File: config.mk
export PLATFORM = sky130hd
export DESIGN_NAME = audio_ctl_i2c_slave
export DESIGN_NICKNAME = d
export VERILOG_FILES = /design/src/rtl/audio_ctl_pkg.sv /design/src/rtl/i2c_line_sync.sv /design/src/rtl/i2c_byte_engine.sv /design/src/rtl/ctl_reg_bank.sv /design/src/rtl/audio_ctl_i2c_slave.sv
export SDC_FILE = /design/constraint.sdc
export NUM_CORES = 1
export LEC_CHECK = 0
export BUFFER_PORTS_ARGS = -buffer_cell sky130_fd_sc_hd__buf_2
export CAP_MARGIN = 20
export CORE_MARGIN = 2
export CORE_UTILIZATION = 57
export CTS_BUF_LIST = sky130_fd_sc_hd__clkbuf_8
export CTS_CLUSTER_DIAMETER = 150
export DETAILED_ROUTE_END_ITERATION = 7
export PLACE_DENSITY = 0.88
export SLEW_MARGIN = 20
export SYNTH_ARGS = -nofsm -noshare
export SYNTH_HDL_FRONTEND = slang
export SYNTH_HIERARCHICAL = 1
export SYNTH_SLANG_ARGS = --single-unit
File: constraint.sdc
create_clock -name clk -period 2.3 [get_ports clk]
set_input_delay 0 -clock clk [delete_from_list [all_inputs] [get_ports clk]]
set_output_delay 0 -clock clk [all_outputs]
set_load 0.01 [all_outputs]
File: src/rtl/audio_ctl_pkg.sv
// Shared constants and the receiver state type for the audio control slave.
package audio_ctl_pkg;
    localparam int BYTE_W = 8;

    typedef enum logic [2:0] {
        ST_IDLE,
        ST_ADDR,
        ST_SUB,
        ST_DATA,
        ST_SKIP
    } rx_state_t;
endpackage

File: src/rtl/i2c_line_sync.sv
// Synchronises SCL and SDA into clk and flags SCL edges and bus conditions.
// Assumes both lines idle high; reset preloads the synchroniser with 1.
module i2c_line_sync #(
    parameter int SYNC_STAGES = 2
) (
    input  logic clk,
    input  logic rst_n,
    input  logic scl_i,
    input  logic sda_i,
    output logic scl_lvl,
    output logic sda_lvl,
    output logic scl_rise,
    output logic scl_fall,
    output logic bus_start,
    output logic bus_stop
);
    logic [SYNC_STAGES-1:0] scl_sh;
    logic [SYNC_STAGES-1:0] sda_sh;
    logic                   scl_prev;
    logic                   sda_prev;

    // Shift both lines through the synchroniser and keep one delayed copy.
    always_ff @(posedge clk) begin
        if (!rst_n) begin
            scl_sh   <= '1;
            sda_sh   <= '1;
            scl_prev <= 1'b1;
            sda_prev <= 1'b1;
        end else begin
            scl_sh   <= {scl_sh[SYNC_STAGES-2:0], scl_i};
            sda_sh   <= {sda_sh[SYNC_STAGES-2:0], sda_i};
            scl_prev <= scl_sh[SYNC_STAGES-1];
            sda_prev <= sda_sh[SYNC_STAGES-1];
        end
    end

    // Decode edges and START/STOP from the synchronised levels.
    always_comb begin
        scl_lvl   = scl_sh[SYNC_STAGES-1];
        sda_lvl   = sda_sh[SYNC_STAGES-1];
        scl_rise  = scl_lvl & ~scl_prev;
        scl_fall  = ~scl_lvl & scl_prev;
        bus_start = scl_lvl & scl_prev & sda_prev & ~sda_lvl;
        bus_stop  = scl_lvl & scl_prev & ~sda_prev & sda_lvl;
    end
endmodule

File: src/rtl/i2c_byte_engine.sv
// Byte-level protocol engine: address match, pointer byte, data bytes with
// wrapping auto-increment, acknowledge drive and the write strobe.
// Assumes edge/condition pulses from i2c_line_sync, one clock wide.
module i2c_byte_engine
    import audio_ctl_pkg::*;
#(
    parameter int             NUM_REGS = 8,
    parameter logic [BYTE_W-1:0] DEV_ADDR = 8'h80,
    localparam int            PTR_W    = $clog2(NUM_REGS)
) (
    input  logic              clk,
    input  logic              rst_n,
    input  logic              sda_lvl,
    input  logic              scl_rise,
    input  logic              scl_fall,
    input  logic              bus_start,
    input  logic              bus_stop,
    output logic              sda_oe,
    output logic              wr_stb,
    output logic [PTR_W-1:0]  wr_addr,
    output logic [BYTE_W-1:0] wr_data
);
    localparam int          CNT_W    = $clog2(BYTE_W + 1);
    localparam logic [CNT_W-1:0] FULL_CNT = CNT_W'(BYTE_W);

    rx_state_t          state;
    logic [BYTE_W-1:0]  shreg;
    logic [CNT_W-1:0]   bit_cnt;
    logic               in_ack;
    logic [PTR_W-1:0]   ptr;
    logic               active;

    // Engine participates in the bus only inside an addressed transfer.
    always_comb active = (state == ST_ADDR) || (state == ST_SUB) || (state == ST_DATA);

    // Receive bits, decide acknowledges and issue register writes.
    always_ff @(posedge clk) begin
        if (!rst_n) begin
            state   <= ST_IDLE;
            shreg   <= '0;
            bit_cnt <= '0;
            in_ack  <= 1'b0;
            ptr     <= '0;
            sda_oe  <= 1'b0;
            wr_stb  <= 1'b0;
            wr_addr <= '0;
            wr_data <= '0;
        end else begin
            wr_stb <= 1'b0;
            if (bus_start) begin
                state   <= ST_ADDR;
                bit_cnt <= '0;
                in_ack  <= 1'b0;
                sda_oe  <= 1'b0;
            end else if (bus_stop) begin
                state   <= ST_IDLE;
                bit_cnt <= '0;
                in_ack  <= 1'b0;
                sda_oe  <= 1'b0;
            end else if (active) begin
                if (scl_rise && !in_ack && bit_cnt < FULL_CNT) begin
                    shreg   <= {shreg[BYTE_W-2:0], sda_lvl};
                    bit_cnt <= bit_cnt + CNT_W'(1);
                end else if (scl_fall) begin
                    if (in_ack) begin
                        in_ack  <= 1'b0;
                        sda_oe  <= 1'b0;
                        bit_cnt <= '0;
                        if (state == ST_ADDR)     state <= ST_SUB;
                        else if (state == ST_SUB) state <= ST_DATA;
                    end else if (bit_cnt == FULL_CNT) begin
                        unique case (state)
                            ST_ADDR: begin
                                if (shreg == DEV_ADDR) begin
                                    sda_oe <= 1'b1;
                                    in_ack <= 1'b1;
                                end else begin
                                    state <= ST_SKIP;
                                end
                            end
                            ST_SUB: begin
                                ptr    <= shreg[PTR_W-1:0];
                                sda_oe <= 1'b1;
                                in_ack <= 1'b1;
                            end
                            default: begin
                                wr_stb  <= 1'b1;
                                wr_addr <= ptr;
                                wr_data <= shreg;
                                ptr     <= ptr + PTR_W'(1);
                                sda_oe  <= 1'b1;
                                in_ack  <= 1'b1;
                            end
                        endcase
                    end
                end
            end
        end
    end
endmodule

File: src/rtl/ctl_reg_bank.sv
// Bank of NUM_REGS byte registers written by a strobe, read out in parallel.
// Reset value is 0 except the general-mute bit of the last (switch) register.
module ctl_reg_bank
    import audio_ctl_pkg::*;
#(
    parameter int  NUM_REGS = 8,
    parameter int  MUTE_BIT = 1,
    localparam int PTR_W    = $clog2(NUM_REGS)
) (
    input  logic                       clk,
    input  logic                       rst_n,
    input  logic                       wr_stb,
    input  logic [PTR_W-1:0]           wr_addr,
    input  logic [BYTE_W-1:0]          wr_data,
    output logic [NUM_REGS*BYTE_W-1:0] reg_flat
);
    localparam int SWITCH_IDX = NUM_REGS - 1;

    for (genvar g = 0; g < NUM_REGS; g++) begin : g_reg
        localparam logic [BYTE_W-1:0] RST_VAL =
            (g == SWITCH_IDX) ? (BYTE_W'(1) << MUTE_BIT) : '0;
        logic [BYTE_W-1:0] q;

        // Hold one register; load it when the strobe addresses it.
        always_ff @(posedge clk) begin
            if (!rst_n)                                 q <= RST_VAL;
            else if (wr_stb && wr_addr == PTR_W'(g))    q <= wr_data;
        end

        assign reg_flat[g*BYTE_W +: BYTE_W] = q;
    end
endmodule

File: src/rtl/audio_ctl_i2c_slave.sv
// Top: two-wire write-only slave feeding the audio control register bank.
// Assumes an external open-drain pad: sda_oe=1 pulls SDA low.
module audio_ctl_i2c_slave
    import audio_ctl_pkg::*;
#(
    parameter int             NUM_REGS    = 8,
    parameter int             SYNC_STAGES = 2,
    parameter int             MUTE_BIT    = 1,
    parameter logic [BYTE_W-1:0] DEV_ADDR = 8'h80,
    localparam int            PTR_W       = $clog2(NUM_REGS)
) (
    input  logic                       clk,
    input  logic                       rst_n,
    input  logic                       scl_i,
    input  logic                       sda_i,
    output logic                       sda_oe,
    output logic [NUM_REGS*BYTE_W-1:0] reg_flat,
    output logic                       wr_stb,
    output logic [PTR_W-1:0]           wr_addr,
    output logic [BYTE_W-1:0]          wr_data
);
    logic scl_lvl, sda_lvl, scl_rise, scl_fall, bus_start, bus_stop;

    i2c_line_sync #(.SYNC_STAGES(SYNC_STAGES)) i_sync (
        .clk       (clk),
        .rst_n     (rst_n),
        .scl_i     (scl_i),
        .sda_i     (sda_i),
        .scl_lvl   (scl_lvl),
        .sda_lvl   (sda_lvl),
        .scl_rise  (scl_rise),
        .scl_fall  (scl_fall),
        .bus_start (bus_start),
        .bus_stop  (bus_stop)
    );

    i2c_byte_engine #(.NUM_REGS(NUM_REGS), .DEV_ADDR(DEV_ADDR)) i_eng (
        .clk       (clk),
        .rst_n     (rst_n),
        .sda_lvl   (sda_lvl),
        .scl_rise  (scl_rise),
        .scl_fall  (scl_fall),
        .bus_start (bus_start),
        .bus_stop  (bus_stop),
        .sda_oe    (sda_oe),
        .wr_stb    (wr_stb),
        .wr_addr   (wr_addr),
        .wr_data   (wr_data)
    );

    ctl_reg_bank #(.NUM_REGS(NUM_REGS), .MUTE_BIT(MUTE_BIT)) i_bank (
        .clk      (clk),
        .rst_n    (rst_n),
        .wr_stb   (wr_stb),
        .wr_addr  (wr_addr),
        .wr_data  (wr_data),
        .reg_flat (reg_flat)
    );
endmodule

==> results.txt, run 1 <==
----------------------------------------------------
[Yosys]
  Yosys synthesis warning count ... 6
  Syn nets ... 417
  Most area-hungry cell type in the Yosys netlist ... sky130_fd_sc_hd__dfxtp_1
  Synth top area cells ... sky130_fd_sc_hd__dfxtp_1 50%, sky130_fd_sc_hd__mux2i_1 21%, sky130_fd_sc_hd__nand2_1 9.4%
  Avg Synthesized Cell Area ... 9.89 um^2
  Number of flip-flops and latches in the synthesized netlist ... 102
  Post-synthesis cell area ... 4060 um^2
  Gate count of the mapped netlist ... 410
  Synth unique cells ... 45
  Top-area cell type share of the netlist area ... 0.503
  Fraction of the yosys area taken by sequential cells ... 0.503

[Run status]
  Run status ... finished, final reports clean

[Placed design]
  Final GP Congestion ... 0.841
  Half-perimeter wire length after detailed placement ... 6060 um
  Worst slack at placement ... 0.333 ns
  Post-detailed-placement cell area ... 4490 um^2
  Port Buf Inserts ... 80

[Global routing]
  Wire length of the first global-routing pass ... 14200 um
  Global routing usage summed across all routing layers ... 0.236
  Number of antenna violations at the first check in global routing ... 0
  Vias in the first global route ... 2972
  Final global-route overflow total ... 0
  Pin count of the biggest net entering global routing ... 106

[Detailed routing]
  Total DRC errors in the routed layout ... 0
  Via-per-instance ratio ... 5.34
  Violation count after the first detailed-routing iteration ... 133
  Avg WL per Cell ... 15.1 um
  DR vias ... 3118
  Drt pass-1 iters ... 4
  Remaining antenna violation count after routing ... 0
  Total routed wirelength ... 8840 um

[Setup path]
  CP Data Arrival Time ... 2.34 ns
  Master of the slowest instance on the critical path ... sky130_fd_sc_hd__or4_4
  Critical Setup Path Class ... flop to flop
  Maximum fanout encountered on the critical timing path ... 9
  Data required time at the worst endpoint ... 2.59 ns
  Endpoint class of the critical path ... flop
  Delay-heaviest family, CP ... simple AND/OR/NAND/NOR gates
  CP bufs+invs ... 1
  Nature of the critical path startpoint ... flop
  Critical path cell sequence ... nor2b_1 > inv_1 > or3_1 > or4_4 > a21oi_1
  Delay of the slowest critical-path stage ... 0.53 ns

[Floorplan]
  Row count ... 30
  Starting Density ... 0.594
  Die outline height ... 88.4 um
  Number of top-level design ports ... 81
  Die X ... 88.4 um
  Core region area ... 6830 um^2
  Full die area ... 7810 um^2

[Power]
  Overall power ... 2.98 mW
  Leakage ... 2.33 nW
  Peak ir drop on the vdd network ... 0.000297 V
  Total power divided by cell area ... 632 nW/um^2

[Timing]
  Worst-margin pin slew ... 0.672 ns
  Final number of hold-violating endpoints ... 0
  Setup slack after layout ... 0.253 ns
  Clock period minus final worst setup slack ... 2.05 ns
  Setup TNS ... 0 ns
  Maximum clock frequency ... 0.489 GHz
  Max-slew violation count ... 0
  Unrepaired setup endpoints after global routing ... no
  Slew HR ... 0.549
  Largest clock skew in the final design ... 0.00934 ns
  Setup violations, final ... 0
  Share of the clock period used by the worst path after layout ... 0.890

[CTS]
  CTS clk-pin slew, worst paths ... 0.09 ns
  H-tree Lvls ... 3
  Clock Latency Late Sink ... 0.36 ns
  Clock root buffer ... sky130_fd_sc_hd__clkbuf_8
  CTS-repair resized insts ... 0
  Cts hold-fix bufs ... 2
  Number of buffers added for setup after CTS ... 0
  TritonCTS sink count ... 102
  Num CTS Buffers ... 9
  Max Buffers Root-to-Sink ... 2
  TritonCTS clock tree ... yes

[Finish]
  Nets@finish ... 490
  Diode insertion count for antenna repair ... 0
  Final cell area excluding filler cells ... 4710 um^2
  Fill cell total of the finished layout ... 545
  Fraction of layout cells with a size suffix above 1 ... 0.219
  Area growth syn-to-layout ... 16.2%
  Post-Route Utilization ... 0.690

[Run]
  MaxCap Viol Count ... 0

[Min path]
  Kind of path behind the tightest hold check ... input port to flop

----------------------------------------------------
## sequential cells by signal, summed over array words and instances (netlist names)
signal           count
i_sync/sda_prev      1
i_eng/bit_cnt        4
i_eng/ptr            3
i_eng/wr_stb         1
i_eng/sda_oe         1
i_sync/sda_sh        2
i_eng/shreg          8
i_sync/scl_prev      1
i_bank/g.q          64
i_eng/state          3
i_eng/wr_data        8
i_sync/scl_sh        2
i_eng/in_ack         1
i_eng/wr_addr        3
## tightest hold or removal path, delay by kind of cell
kind | cells | cell delay [ns]
buffers and inverters | 2 | 0.33
and+or+nand+nor | 1 | 0.11
## kinds of logic after synthesis
kind of cell,count (synthesis),share of synthesized area
flip-flops,102,0.503
buffers and inverters,28,0.0336
AND/OR/NAND/NOR,168,0.204
XOR/XNOR,2,0.00432
AO/OA/AOI/OAI,22,0.0358
adder cells (fa/ha/maj),3,0.00925
multiplexers,85,0.210
## where the power goes
part	leakage [nW]	total [mW]	switching (mW)	internal, mW
sequential	0.822	1.77	0.00404	1.77
combinational	1.40	0.0724	0.0501	0.0223
clock	0.108	1.13	0.623	0.511
## layout by cell type, fill, tap and decap left out, types with 3 or more instances in the layout
cell	count
sky130_fd_sc_hd__nand2_1	102
sky130_fd_sc_hd__dfxtp_1	102
sky130_fd_sc_hd__mux2i_1	85
sky130_fd_sc_hd__buf_2	80
sky130_fd_sc_hd__nor2_1	11
sky130_fd_sc_hd__clkbuf_8	9
sky130_fd_sc_hd__a21oi_1	9
sky130_fd_sc_hd__inv_1	7
sky130_fd_sc_hd__nor2b_1	7
sky130_fd_sc_hd__nand3_1	6
sky130_fd_sc_hd__nand2b_1	6
sky130_fd_sc_hd__nor3_1	5
sky130_fd_sc_hd__nor3b_1	4
sky130_fd_sc_hd__o21ai_0	4
sky130_fd_sc_hd__nand4b_1	3
sky130_fd_sc_hd__ha_1	3
## cell usage after synthesis (all sizes together)
cell type and number:
dfxtp 102, nand2 102, mux2i 85, clkbuf 12
buf 11, nor2 11, a21oi 9, nor2b 7
nand2b 6, nand3 6, nor3 6, inv 5
nor3b 4, o21ai 4, ha 3, nand4 3
nand4b 3, and4b 2, nand4bb 2, nor4 2
o211ai 2, o32ai 2, or3 2, or4 2
or4b 2, xnor2 2, a22o 1, and2 1
and3 1, and4 1, and4bb 1, nand3b 1
nor4b 1, o2111ai 1, o21ba 1, o21bai 1
o221a 1, or2 1, or3b 1
## layout make-up
cell class                 instances  area [um^2]  area share
clock buffer                       9          124      0.0263
inverter                           5         18.8     0.00398
timing repair buffer              85          455      0.0966
sequential                       102         2040       0.433
multi-input combinational        280         1880       0.398
tap                               96          120      0.0255
clock inverter                     7         75.1      0.0159
## per-layer routing
layer,share of wire,GRT usage
met5,0,0
met4,0.019,0.0950
met3,0.058,0.0466
met2,0.48,0.394
met1,0.44,0.300
## stage by stage
stage	hold slack, ns	instances
2_1_floorplan	0.0730	410
3_3_place_gp	0.184	566
3_5_place_dp	0.184	566
4_1_cts	0.0964	584
5_1_grt	0.142	584
6_report	0.108	584
## path summary, 6_finish.rpt
path / cells past startpoint / slack, ns / start / endpoint
min: 3 / 0.11 / rst_n / i_sync/scl_sh[0]$_SDFF_PN1_
max reg2reg: 5 / 0.25 / i_sync/scl_prev$_SDFF_PN1_ / i_eng/sda_oe$_SDFFE_PP0P_
min reg2reg: 1 / 0.42 / i_sync/sda_sh[0]$_SDFF_PN1_ / i_sync/sda_sh[1]$_SDFF_PN1_
max: 5 / 0.25 / i_sync/scl_prev$_SDFF_PN1_ / i_eng/sda_oe$_SDFFE_PP0P_
No activity file was read; power rests on OpenSTA's default activity.
==> run 2, diff against run 1 <==
Clock period 2.3 ns to 2.2 ns, I/O delays scaled along.
==> results.txt, run 2 (synthesized netlist as in run 1, its figures left out) <==
----------------------------------------------------
[Run status]
  Run status ... finished, final reports clean

[Detailed routing]
  Violation count after the first detailed-routing iteration ... 178 (+34%)
  Avg WL per Cell ... 15.3 um (+1.2%)
  Total routed wirelength ... 8980 um (+1.6%)
  Drt pass-1 iters ... 4 (unchanged)
  Total DRC errors in the routed layout ... 0 (unchanged)
  Remaining antenna violation count after routing ... 0 (unchanged)
  DR vias ... 3224 (+3.4%)
  Via-per-instance ratio ... 5.50 (+3.0%)

[Setup path]
  Setup slack, reg-to-reg ... 0.24 ns (about the same)
  Crit path from ... i_sync/sda_sh[1]$_SDFF_PN1_
  Master of the slowest instance on the critical path ... sky130_fd_sc_hd__or4b_4
  Destination of the critical timing path ... i_eng/ptr[2]$_SDFFE_PN0P_
  FF-to-FF Start ... i_sync/sda_sh[1]$_SDFF_PN1_
  Number of cells on the worst reg-to-reg path ... 5 (unchanged)
  RR Endpoint ... i_eng/ptr[2]$_SDFFE_PN0P_
  CP Data Arrival Time ... 2.23 ns (-0.11 ns)
  Data required time at the worst endpoint ... 2.47 ns (-0.12 ns)
  Maximum fanout encountered on the critical timing path ... 5 (-4)
  Nature of the critical path startpoint ... flop
  Endpoint class of the critical path ... flop
  Critical path cell sequence ... and4b_1 > nor2_1 > or4b_4 > or2_2 > o32ai_1
  Delay of the slowest critical-path stage ... 0.51 ns (-0.02 ns)
  Critical Setup Path Class ... flop to flop

[Placed design]
  Half-perimeter wire length after detailed placement ... 6230 um (+2.7%)
  Worst slack at placement ... 0.264 ns (-0.0690 ns)
  Number of placed cells counting well taps ... 568 (+0.35%)
  Final GP Congestion ... 0.836 (-0.50%)
  Port Buf Inserts ... 80 (unchanged)
  Post-detailed-placement cell area ... 4510 um^2 (+0.33%)

[Timing]
  Setup slack after layout ... 0.240 ns (-0.0134 ns)
  Unrepaired setup endpoints after global routing ... no
  Setup TNS ... 0 ns (unchanged)
  Setup violations, final ... 0 (unchanged)
  Maximum clock frequency ... 0.510 GHz (+4.4%)
  Final number of hold-violating endpoints ... 0 (unchanged)
  Clock period minus final worst setup slack ... 1.96 ns (-0.0866 ns)
  Largest clock skew in the final design ... 0.0117 ns (+0.00234 ns)
  Worst slack on hold paths ... 0.111 ns (+0.00366 ns)
  Share of the clock period used by the worst path after layout ... 0.891 (+0.00111)
  Max-slew violation count ... 0 (unchanged)
  Slew HR ... 0.581 (+0.0319)
  Worst-margin pin slew ... 0.625 ns (-0.0476 ns)

[CTS]
  Max Buffers Root-to-Sink ... 2 (unchanged)
  Clock Latency Late Sink ... 0.37 ns (about the same)
  H-tree Lvls ... 3 (unchanged)
  TritonCTS sink count ... 102 (unchanged)
  Number of buffers added for setup after CTS ... 0 (unchanged)
  CTS clk-pin slew, worst paths ... 0.10 ns (about the same)
  Num CTS Buffers ... 9 (unchanged)
  TritonCTS clock tree ... yes
  Clock root buffer ... sky130_fd_sc_hd__clkbuf_8

[Global routing]
  Number of antenna violations at the first check in global routing ... 0 (unchanged)
  Global routing usage summed across all routing layers ... 0.236 (+0.000505)
  Final global-route overflow total ... 0 (unchanged)
  Wire length of the first global-routing pass ... 14300 um (+0.78%)
  Vias in the first global route ... 3031 (+2.0%)
  Pin count of the biggest net entering global routing ... 106 (unchanged)

[Power]
  Power share of the combinational group ... 0.025 (about the same)
  Internal power ... 2.31 mW (+0.27%)
  Switching power ... 738 uW (+8.9%)
  Peak ir drop on the vdd network ... 0.000421 V (+42%)
  Leakage ... 2.33 nW (about the same)
  Seq pwr share ... 0.609 (+0.014)
  Overall power ... 3.05 mW (+2.2%)
  Clock power frac ... 0.366 (-0.015)
  Net switching share of the total power ... 0.242 (+0.0149)
  Total power divided by cell area ... 646 nW/um^2 (+2.1%)

[Finish]
  Final cell area excluding filler cells ... 4720 um^2 (+0.11%)
  Diode insertion count for antenna repair ... 0 (unchanged)
  Post-Layout Cell Count ... 586 (+0.34%)
  Max reg flops ... 64 (unchanged)
  Registers with the most flip-flops ... i_bank/g.q x64, i_eng/shreg x8, i_eng/wr_data x8
  Commonest cells after routing, fill and taps aside ... 102 x sky130_fd_sc_hd__nand2_1, 102 x sky130_fd_sc_hd__dfxtp_1, 85 x sky130_fd_sc_hd__mux2i_1, 80 x sky130_fd_sc_hd__buf_2, 11 x sky130_fd_sc_hd__nor2_1
  Nets@finish ... 492 (+0.41%)
  Fraction of layout cells with a size suffix above 1 ... 0.227 (+0.00727)
  Area growth syn-to-layout ... 16.3%
  Fill cell total of the finished layout ... 547 (+0.37%)
  Post-Route Utilization ... 0.691 (+0.000732)
  Largest register by flop count ... i_bank/g.q

[Floorplan]
  Starting Density ... 0.594 (unchanged)
  Row count ... 30 (unchanged)
  Die outline height ... 88.4 um (unchanged)
  Core region area ... 6830 um^2 (unchanged)
  Full die area ... 7810 um^2 (unchanged)
  Die X ... 88.4 um (unchanged)
  Number of top-level design ports ... 81 (unchanged)

[Run]
  MaxCap Viol Count ... 0 (unchanged)

[Min path]
  Kind of path behind the tightest hold check ... input port to flop

----------------------------------------------------
[run 2: how the worst min path moves through the flow]
| stage | end | cells after the start | slack, ns | startpoint |
|---|---|---|---|---|
| 2_1_floorplan | i_sync/scl_sh[1]$_SDFF_PN1_ | 1 | 0.07 | rst_n |
| 6_report | i_eng/shreg[4]$_SDFFE_PN0P_ | 3 | 0.11 | rst_n |
| 4_1_cts | i_eng/shreg[4]$_SDFFE_PN0P_ | 3 | 0.11 | rst_n |
| 3_3_place_gp | i_sync/sda_sh[0]$_SDFF_PN1_ | 2 | 0.19 | sda_i |
| 3_5_place_dp | i_sync/sda_sh[0]$_SDFF_PN1_ | 2 | 0.19 | sda_i |
| 5_1_grt | i_sync/scl_sh[1]$_SDFF_PN1_ | 3 | 0.13 | rst_n |
[run 2: metal layers]
layer | up-vias | wire length (um) | global-route usage
li1 | 1557 | - | -
met1 | 1552 | 3850 | 0.285
met2 | 101 | 4510 | 0.411
met3 | 14 | 468 | 0.0569
met4 | 0 | 148 | 0.0840
met5 | - | 0 | 0
[run 2: power groups by stage]
| stage | Clock [mW] | Sequential [mW] | Combinational, mW |
|---|---|---|---|
| after floorplan | 0 | 1.90 | 0.0554 |
| after global placement | 0 | 1.90 | 0.0717 |
| after detailed placement | 0 | 1.90 | 0.0737 |
| after CTS | 1.13 | 1.85 | 0.0768 |
| after global routing | 1.22 | 1.86 | 0.0848 |
| final | 1.12 | 1.85 | 0.0776 |
[run 2: cell type report]
class,count,area (um^2),share of cell area
timing repair buffer,87,470,0.0997
clock buffer,9,124,0.0263
tap,96,120,0.0255
inverter,5,18.8,0.00398
multi-input combinational,280,1880,0.398
clock inverter,7,65.1,0.0138
sequential,102,2040,0.433
[run 2: timing repair]
action / in CTS / in global routing
resized for setup: 0 / 0
endpoints found under the hold margin: 2 / 0
hold buffers: 2 / 0
[run 2: worst max-delay path: cells and delay by family, from the launching register on]
| kind | cells | cell delay, ns |
|---|---|---|
| simple gates | 4 | 1.23 |
| flops | 1 | 0.37 |
| compound gates | 1 | 0.27 |
==> run 3, diff against run 2 <==
Settings changed: CORE_UTILIZATION 57 to 61, PLACE_DENSITY 0.88 to 0.93.
Clock period 2.2 ns to 2.3 ns, I/O delays scaled along.
==> results.txt, run 3 (synthesized netlist as in run 1, its figures left out) <==
----------------------------------------------------
[Detailed routing]
  Remaining antenna violation count after routing ... 0 (unchanged)
  DR vias ... 3258 (+1.1%)
  Total DRC errors in the routed layout ... 0 (unchanged)
  Via-per-instance ratio ... 5.76 (+4.6%)
  Total routed wirelength ... 9300 um (+3.6%)
  Violation count after the first detailed-routing iteration ... 150 (-16%)
  Drt pass-1 iters ... 4 (unchanged)
  Avg WL per Cell ... 16.4 um (+7.2%)

[Finish]
  Commonest cells after routing, fill and taps aside ... 102 x sky130_fd_sc_hd__nand2_1, 102 x sky130_fd_sc_hd__dfxtp_1, 85 x sky130_fd_sc_hd__mux2i_1, 80 x sky130_fd_sc_hd__buf_2, 11 x sky130_fd_sc_hd__nor2_1
  Nets@finish ... 491 (-0.20%)
  Max reg flops ... 64 (unchanged)
  Registers with the most flip-flops ... i_bank/g.q x64, i_eng/shreg x8, i_eng/wr_data x8
  Register area ... 2040 um^2 (unchanged)
  Area taken by multi-input logic gates ... 1880 um^2 (unchanged)
  Largest register by flop count ... i_bank/g.q
  Fill cell total of the finished layout ... 436 (-20%)
  Area growth syn-to-layout ... 15.8%
  Fraction of layout cells with a size suffix above 1 ... 0.225 (-0.00158)
  Diode insertion count for antenna repair ... 0 (unchanged)
  Final cell area excluding filler cells ... 4700 um^2 (-0.42%)

[Power]
  Peak ir drop on the vdd network ... 0.000419 V (-0.45%)
  Internal power ... 2.34 mW (+1.3%)
  Power share of the combinational group ... 0.024 (about the same)
  Net switching share of the total power ... 0.225 (-0.0172)
  Total power divided by cell area ... 643 nW/um^2 (-0.49%)
  Switching power ... 679 uW (-7.9%)
  Clock power frac ... 0.389 (+0.023)
  Leakage ... 2.32 nW (-0.11%)
  Seq pwr share ... 0.587 (-0.022)

[Setup path]
  Depth of the critical timing path with buffers and inverters included ... 5 (unchanged)
  FF-to-FF Start ... i_sync/scl_prev$_SDFF_PN1_
  Crit path from ... i_sync/scl_prev$_SDFF_PN1_
  Destination of the critical timing path ... i_eng/sda_oe$_SDFFE_PP0P_
  Data required time at the worst endpoint ... 2.60 ns (+0.13 ns)
  Number of cells on the worst reg-to-reg path ... 5 (unchanged)
  CP Data Arrival Time ... 2.32 ns (+0.09 ns)
  Maximum fanout encountered on the critical timing path ... 9 (+4)
  Endpoint class of the critical path ... flop
  Master of the slowest instance on the critical path ... sky130_fd_sc_hd__or4_4
  Delay-heaviest family, CP ... simple AND/OR/NAND/NOR gates
  Setup slack, reg-to-reg ... 0.28 ns (+0.04 ns)
  Delay of the slowest critical-path stage ... 0.53 ns (+0.02 ns)
  Critical path cell sequence ... nor2b_1 > inv_1 > or3_1 > or4_4 > a21oi_1
  CP bufs+invs ... 1 (+1)
  RR Endpoint ... i_eng/sda_oe$_SDFFE_PP0P_
  Critical Setup Path Class ... flop to flop
  Nature of the critical path startpoint ... flop

[Floorplan]
  Row count ... 29 (-3.3%)
  Full die area ... 7320 um^2 (-6.3%)
  Die outline height ... 85.5 um (-3.2%)
  Starting Density ... 0.635 (+0.0414)
  Die X ... 85.5 um (-3.2%)
  Core region area ... 6390 um^2 (-6.5%)
  Number of top-level design ports ... 81 (unchanged)

[CTS]
  Max Buffers Root-to-Sink ... 2 (unchanged)
  Num CTS Buffers ... 9 (unchanged)
  CTS clk-pin slew, worst paths ... 0.09 ns (about the same)
  Number of buffers added for setup after CTS ... 0 (unchanged)
  TritonCTS clock tree ... yes
  Clock Latency Late Sink ... 0.37 ns (about the same)
  Clock root buffer ... sky130_fd_sc_hd__clkbuf_8
  H-tree Lvls ... 3 (unchanged)
  TritonCTS sink count ... 102 (unchanged)
  CTS-repair resized insts ... 0 (unchanged)

[Global routing]
  Grt met1 use ... 0.311 (+0.0262)
  Pin count of the biggest net entering global routing ... 57 (-46%)
  Final global-route overflow total ... 0 (unchanged)
  Wire length of the first global-routing pass ... 15100 um (+6.0%)
  Met2 capacity usage during global routing ... 0.436 (+0.0246)
  Global routing usage summed across all routing layers ... 0.264 (+0.0280)
  Vias in the first global route ... 3214 (+6.0%)
  Number of antenna violations at the first check in global routing ... 0 (unchanged)
  Grt met3 use ... 0.0683 (+0.0114)
  Top Usage Layer GRT ... met2

[Min path]
  Launch instance of the worst min-delay path ... rst_n
  Cell count of the worst hold path ... 3 (unchanged)
  Kind of path behind the tightest hold check ... input port to flop

[Placed design]
  Half-perimeter wire length after detailed placement ... 6560 um (+5.4%)
  Post-detailed-placement cell area ... 4470 um^2 (-0.97%)
  Worst slack at placement ... 0.325 ns (+0.0619 ns)
  Port Buf Inserts ... 80 (unchanged)
  Final GP Congestion ... 0.836 (about the same)

[Timing]
  Max-slew violation count ... 0 (unchanged)
  Setup violations, final ... 0 (unchanged)
  Setup TNS ... 0 ns (unchanged)
  Worst-margin pin slew ... 0.639 ns (+0.0141 ns)
  Slew HR ... 0.572 (-0.00945)
  Unrepaired setup endpoints after global routing ... no
  Share of the clock period used by the worst path after layout ... 0.880 (-0.0116)
  Setup slack after layout ... 0.277 ns (+0.0376 ns)
  Largest clock skew in the final design ... 0.0127 ns (+0.000994 ns)
  Worst slack on hold paths ... 0.0474 ns (-0.0639 ns)
  Maximum clock frequency ... 0.494 GHz (-3.1%)
  Final number of hold-violating endpoints ... 0 (unchanged)
  Clock period minus final worst setup slack ... 2.02 ns (+0.0624 ns)

[Run status]
  Run status ... finished, final reports clean

[Run]
  MaxCap Viol Count ... 0 (unchanged)

----------------------------------------------------
-- run 3: how the worst min path moves through the flow --
stage          slack (ns)                          end
2_1_floorplan        0.07  i_sync/scl_sh[1]$_SDFF_PN1_
3_3_place_gp         0.19  i_sync/scl_sh[0]$_SDFF_PN1_
3_5_place_dp         0.18  i_sync/scl_sh[0]$_SDFF_PN1_
4_1_cts              0.03    i_eng/in_ack$_SDFFE_PP0P_
5_1_grt              0.06    i_eng/in_ack$_SDFFE_PP0P_
6_report             0.05    i_eng/in_ack$_SDFFE_PP0P_
-- run 3: area by class of cell --
class                           count  share of cell area
Sequential cell                   102               0.435
Clock buffer                       10              0.0293
Clock inverter                      6              0.0160
Inverter                            5             0.00399
Tap cell                           77              0.0205
Multi-Input combinational cell    280               0.400
Timing Repair Buffer               86              0.0959
-- run 3: repair_timing --
action,in CTS,in global routing
hold endpoints to repair,2,0
hold buffers,2,0
setup endpoints to repair,0,0
-- run 3: power groups by stage --
stage          Combinational [mW]  Clock, mW  Sequential [mW]
3_5_place_dp               0.0679          0             1.81
4_1_cts                    0.0711       1.20             1.77
2_1_floorplan              0.0530          0             1.81
5_1_grt                    0.0795       1.27             1.77
3_3_place_gp               0.0662          0             1.81
6_report                   0.0718       1.17             1.77
-- run 3: metrics by stage --
stage               utilization  power [mW]  cells
floorplan                     -        1.87    410
global placement          0.699        1.88    548
detailed placement        0.699        1.88    548
CTS                       0.736        3.05    566
global route              0.736        3.13    566
finish                    0.736        3.02    566
-- run 3: metal layers --
metal  up-vias  share of wire  wire length [um]
met1      1566           0.40              3770
met4         0          0.031               291
li1       1555              -                 -
met3        27          0.067               624
met5         -              0                 0
met2       110           0.50              4620
-- run 3: worst min-delay path, cell delays in order --
cell                      delay [ns]
sky130_fd_sc_hd__buf_2          0.13
sky130_fd_sc_hd__nand2_1        0.18
sky130_fd_sc_hd__a21oi_1        0.06
